## config.mk

```make
export PLATFORM = sky130hd
export DESIGN_NAME = regcmp_slice
export DESIGN_NICKNAME = d
export VERILOG_FILES = /design/src/rtl/regcmp_slice.sv
export SDC_FILE = /design/constraint.sdc
export NUM_CORES = 1
export LEC_CHECK = 0
export ABC_AREA = 1
export BUFFER_PORTS_ARGS = -buffer_cell sky130_fd_sc_hd__buf_2
export CAP_MARGIN = 20
export CORE_MARGIN = 10
export CORE_UTILIZATION = 25
export DETAILED_ROUTE_END_ITERATION = 7
export PLACE_DENSITY = 0.44
export REMOVE_ABC_BUFFERS = 1
export SYNTH_ARGS = -nofsm -noshare
export SYNTH_HDL_FRONTEND = slang
export SYNTH_SLANG_ARGS = --single-unit
```

## constraint.sdc

```tcl
create_clock -name clk -period 3.2 [get_ports clk]
set_input_delay 0.64 -clock clk [delete_from_list [all_inputs] [get_ports clk]]
set_output_delay 0.64 -clock clk [all_outputs]
set_load 0.02 [all_outputs]
```

## src/rtl/regcmp_slice.sv

```systemverilog
module regcmp_slice #(
  parameter int WIDTH = 8
) (
  input  logic             clk,
  input  logic             rst_n,
  input  logic [1:0]       op_sel,
  input  logic [WIDTH-1:0] bus_in,
  output logic [WIDTH-1:0] bus_out,
  output logic             bus_oe,
  input  logic             chain_in,
  output logic             chain_out,
  input  logic             stat_en_n,
  input  logic             signed_mode,
  output logic             eq_o,
  output logic             gt_o,
  output logic             lt_o,
  output logic             eq_drv,
  output logic             gt_drv,
  output logic             lt_drv
);

  localparam logic [1:0] OP_HOLD  = 2'b00;
  localparam logic [1:0] OP_READ  = 2'b01;
  localparam logic [1:0] OP_SHIFT = 2'b10;
  localparam logic [1:0] OP_LOAD  = 2'b11;
  localparam int         MSB      = WIDTH - 1;

  logic [WIDTH-1:0] store_q;
  logic [WIDTH-1:0] key_reg, key_bus;
  logic             same, above;

  always_ff @(posedge clk) begin
    if (!rst_n)
      store_q <= '0;
    else
      case (op_sel)
        OP_SHIFT: store_q <= {chain_in, store_q[MSB:1]};
        OP_LOAD:  store_q <= bus_in;
        default:  store_q <= store_q;
      endcase
  end

  assign bus_out = store_q;
  assign bus_oe  = (op_sel == OP_READ);

  assign key_reg = {store_q[MSB] ^ signed_mode, store_q[MSB-1:0]};
  assign key_bus = {bus_in[MSB]  ^ signed_mode, bus_in[MSB-1:0]};
  assign same    = (store_q == bus_in);
  assign above   = (key_reg > key_bus);

  always_comb begin
    if (stat_en_n) begin
      eq_o = 1'b1; gt_o = 1'b1; lt_o = 1'b1;
    end else if (!chain_in) begin
      eq_o = same; gt_o = 1'b1; lt_o = 1'b1;
    end else begin
      eq_o = same;
      gt_o = !same && above;
      lt_o = !same && !above;
    end
  end

  assign eq_drv = ~eq_o;
  assign gt_drv = ~gt_o;
  assign lt_drv = ~lt_o;

  assign chain_out = (op_sel == OP_SHIFT) ? store_q[0] : (chain_in & same);

  AST_HOLD_KEEPS: assert property (@(posedge clk) disable iff (!rst_n)
    op_sel == OP_HOLD |=> bus_out == $past(bus_out));
  AST_SHIFT_TOP: assert property (@(posedge clk) disable iff (!rst_n)
    op_sel == OP_SHIFT |=> bus_out[MSB] == $past(chain_in));
  AST_SHIFT_MOVE: assert property (@(posedge clk) disable iff (!rst_n)
    op_sel == OP_SHIFT |=> bus_out[MSB-1:0] == $past(bus_out[MSB:1]));
  AST_LOAD_TAKES: assert property (@(posedge clk) disable iff (!rst_n)
    op_sel == OP_LOAD |=> bus_out == $past(bus_in));
  AST_RELEASED_ALL: assert property (@(posedge clk) disable iff (!rst_n)
    stat_en_n |-> !eq_drv && !gt_drv && !lt_drv);
  AST_LOW_PRIORITY: assert property (@(posedge clk) disable iff (!rst_n)
    !chain_in |-> !gt_drv && !lt_drv);
  AST_ONE_STATUS: assert property (@(posedge clk) disable iff (!rst_n)
    (!stat_en_n && chain_in) |-> $countones({eq_o, gt_o, lt_o}) == 1);
  AST_CHAIN_MATCH: assert property (@(posedge clk) disable iff (!rst_n)
    (op_sel != OP_SHIFT && chain_out) |-> bus_in == bus_out);

endmodule

```

==> report_table.html <==
<table>
<tr><th>Metric</th><th>Value</th></tr>
<tr><th colspan="2">Run status</th></tr>
<tr><td>Run status</td><td>complete, no violations</td></tr>
<tr><th colspan="2">Synth</th></tr>
<tr><td>Cell type with the largest total area after synthesis</td><td>dfxtp_1</td></tr>
<tr><td>Synthesized instance count</td><td>110</td></tr>
<tr><td>Yosys cell types</td><td>17</td></tr>
<tr><td>Number of warnings issued by yosys</td><td>0</td></tr>
<tr><td>Number of synthesized register bits</td><td>8</td></tr>
<tr><td>Post-Synthesis Mean Instance Area</td><td>6.256 um^2</td></tr>
<tr><td>Share of Yosys cell area claimed by the top area cell type</td><td>23.27%</td></tr>
<tr><td>Total standard cell area after synthesis</td><td>688.2 um^2</td></tr>
<tr><td>Seq/Total Area, Yosys</td><td>23.27%</td></tr>
<tr><td>Synth area leaders</td><td>dfxtp_1, inv_1, nand2_1</td></tr>
<tr><th colspan="2">Drt</th></tr>
<tr><td>Vias after detailed routing</td><td>roughly 760</td></tr>
<tr><td>Routed WL per cell</td><td>11.48 um</td></tr>
<tr><td>Number of vias per cell</td><td>4.442</td></tr>
<tr><td>Antenna-violating nets left</td><td>0</td></tr>
<tr><td>1st-iter DRT viols</td><td>19</td></tr>
<tr><td>Count of unresolved DRC violations after routing</td><td>0</td></tr>
<tr><td>Pre-antenna DRT Iters</td><td>4</td></tr>
<tr><td>Routed WL</td><td>1975 um</td></tr>
<tr><th colspan="2">Worst setup path</th></tr>
<tr><td>Top cell by count, worst path</td><td>buf_2</td></tr>
<tr><td>Kind of cell adding the most delay to the critical path</td><td>buffers and inverters</td></tr>
<tr><td>Worst Path Max Fanout</td><td>2</td></tr>
<tr><td>Sum of buffers and inverters on the critical path</td><td>3</td></tr>
<tr><td>Cell-by-cell trace of the critical path</td><td>buf_2, inv_1, ha_1, a21oi_1, nor2_1, nor2_2, nand2_1, a21oi_2, buf_2</td></tr>
<tr><td>Reg-to-reg setup timing slack</td><td>approximately 2.4 ns</td></tr>
<tr><td>CP Data Arrival Time</td><td>between 1.5 and 2 ns</td></tr>
<tr><td>Category of the worst setup path launch point</td><td>primary input</td></tr>
<tr><td>Crit path largest cell delay</td><td>0.29 ns</td></tr>
<tr><td>Data required time at the worst endpoint</td><td>2.56 ns</td></tr>
<tr><td>CP Capture Type</td><td>primary output</td></tr>
<tr><td>Critical Path Slowest Stage Cell</td><td>ha_1</td></tr>
<tr><td>Critical Setup Path Class</td><td>primary input to primary output</td></tr>
<tr><th colspan="2">Cells and area</th></tr>
<tr><td>Layout overhead on the synthesized area</td><td>29.82%</td></tr>
<tr><td>Fraction of layout cells with a size suffix above 1</td><td>30.99%</td></tr>
<tr><td>Final Non-Filler Cells</td><td>172</td></tr>
<tr><td>Most used cells in the layout excluding fill and tap cells</td><td>inv_1, buf_2, nand2_1</td></tr>
<tr><td>Max FFs per register</td><td>8</td></tr>
<tr><td>Core utilization of the finished layout</td><td>35.10%</td></tr>
<tr><td>Count of nets after finishing</td><td>roughly 170</td></tr>
<tr><td>Final std cell area, no fill</td><td>893.4 um^2</td></tr>
<tr><td>Filler Cells Inserted</td><td>between 200 and 300</td></tr>
<tr><td>Number of antenna cells inserted</td><td>0</td></tr>
<tr><td>Leading cell type in the layout, fill and taps excluded</td><td>inv_1</td></tr>
<tr><th colspan="2">CTS</th></tr>
<tr><td>Clock transition at the registers of the reported paths</td><td>roughly 0.060 ns</td></tr>
<tr><td>Number of buffers created by CTS</td><td>3</td></tr>
<tr><td>CTS hold repair buffers</td><td>0</td></tr>
<tr><td>CTS tree</td><td>yes</td></tr>
<tr><td>Clock latency at the later pin of the worst-skew pair</td><td>between 0.2 and 0.3 ns</td></tr>
<tr><td>Clock root buffer master</td><td>clkbuf_4</td></tr>
<tr><td>Htree depth</td><td>1</td></tr>
<tr><td>Deepest clock path buffer count</td><td>2</td></tr>
<tr><td>Gates resized, CTS repair</td><td>0</td></tr>
<tr><td># clock sinks</td><td>8</td></tr>
<tr><td>Setup bufs post-CTS</td><td>0</td></tr>
<tr><th colspan="2">STA</th></tr>
<tr><td>Unrepaired setup endpoints after global routing</td><td>false</td></tr>
<tr><td>Worst-case setup margin in the final layout</td><td>0.7717 ns</td></tr>
<tr><td>Final Slew Violations</td><td>0</td></tr>
<tr><td>Clk_skew</td><td>0.008275 ns</td></tr>
<tr><td>Slew HR</td><td>85.40%</td></tr>
<tr><td>Slew @ Worst Pin</td><td>0.2190 ns</td></tr>
<tr><td>Accumulated negative setup slack</td><td>0 ns</td></tr>
<tr><td>Worst Hold Slack</td><td>0.6344 ns</td></tr>
<tr><td>Tmin final</td><td>2.428 ns</td></tr>
<tr><td>Final hold violations</td><td>0</td></tr>
<tr><td>Maximum frequency from static timing analysis</td><td>0.4118 GHz</td></tr>
<tr><td>Number of setup violations in the final report</td><td>0</td></tr>
<tr><td>Period Utilization, post-route</td><td>approximately three quarters</td></tr>
<tr><th colspan="2">Pwr</th></tr>
<tr><td>Cell area power density</td><td>317.2 mW/mm^2</td></tr>
<tr><td>Worst voltage drop across the vdd grid</td><td>~0.00017 V</td></tr>
<tr><td>Power Total</td><td>283.4 uW</td></tr>
<tr><td>Static leakage</td><td>0.5747 nW</td></tr>
<tr><th colspan="2">Global route</th></tr>
<tr><td>Remaining Overflow, GRT</td><td>0</td></tr>
<tr><td>Pin count of the biggest net entering global routing</td><td>12</td></tr>
<tr><td>Vias in the first global route</td><td>roughly 750</td></tr>
<tr><td>Global routing usage summed across all routing layers</td><td>7.591%</td></tr>
<tr><td>Initial antenna violation count</td><td>0</td></tr>
<tr><td>Global-route wire length before repair</td><td>3346 um</td></tr>
<tr><th colspan="2">Place</th></tr>
<tr><td>Placement Setup Slack</td><td>about 0.77 ns</td></tr>
<tr><td>Post-DP Area</td><td>just under 900 um^2</td></tr>
<tr><td>Detailed placer's ending HPWL</td><td>1640 um</td></tr>
<tr><td>Routability Congestion</td><td>roughly 0.8</td></tr>
<tr><td>Number of port buffers</td><td>30</td></tr>
<tr><td>Placed Cells incl. Taps</td><td>169</td></tr>
<tr><th colspan="2">Die</th></tr>
<tr><td>Core area</td><td>between 0.002 and 0.003 mm^2</td></tr>
<tr><td>I/O pin total</td><td>31</td></tr>
<tr><td>Initial Util</td><td>27.04%</td></tr>
<tr><td>Die ar.</td><td>0.005251 mm^2</td></tr>
<tr><td>Placement Rows</td><td>18</td></tr>
<tr><td>Die boundary width</td><td>72.47 um</td></tr>
<tr><td>Vertical extent of the die</td><td>around 72 um</td></tr>
<tr><th colspan="2">Worst hold path</th></tr>
<tr><td>Kind of path behind the tightest hold check</td><td>flop to flop</td></tr>
<tr><th colspan="2">Flow run</th></tr>
<tr><td>Max-capacitance violation count</td><td>0</td></tr>
</table>
power breakdown:
| part | switching (mW) | internal, mW | leakage [nW] |
|---|---|---|---|
| combinational | 0.0578 | 0.0331 | 0.495 |
| clock | 0.0407 | 0.0433 | 0.0138 |
| sequential | 0.00373 | 0.105 | 0.0655 |
| total | 0.102 | 0.181 | 0.575 |
kinds of logic after synthesis:
logic type	after synthesis	synth area share (%)
buf+inv	35	19.27
compound gates	15	14.91
fa+ha+maj	7	12.73
simple gates	45	29.82
flops	8	23.27
routing by layer:
metal  track usage (%)  part of all wire (%)
met1             9.161                    43
met2             11.27                    43
met3             5.170                    13
met4            0.6329                     0
met5                 0                     0
worst register-to-register path, stage by stage, from the launching register on:
cell and delay, ns:
dfxtp_1 0.33, inv_1 0.10, nor2_1 0.06, o21ai_0 0.16, inv_1 0.05
path summary, 6_finish.rpt:
| check | start | end | depth (start not counted) |
|---|---|---|---|
| worst max-delay path | bus_in[5] | gt_drv | 9 |
| worst max register to register | bus_out[7] | bus_out[6] | 4 |
| worst min-delay path | bus_out[2] | bus_out[2] | 4 |
| worst min register to register | bus_out[2] | bus_out[2] | 4 |
area by class of cell:
cell class                 count  area, um^2  share of cell area (%)
timing repair buffer          30       150.1                   16.81
sequential                     8       160.2                   17.93
inverter                      34       127.6                   14.29
multi-input combinational     67       395.4                   44.26
clock buffer                   3       22.52                   2.521
tap                           30       37.54                   4.202
synth_stat cells (all sizes together):
| cell type | instances |
|---|---|
| ha | 7 |
| dfxtp | 8 |
| o221ai | 5 |
| inv | 34 |
| o21ai | 3 |
| buf | 1 |
| nand3 | 3 |
| a21oi | 3 |
| nand2 | 33 |
| o22ai | 4 |
| nor2 | 9 |
Power figures use the tool's default switching activity.
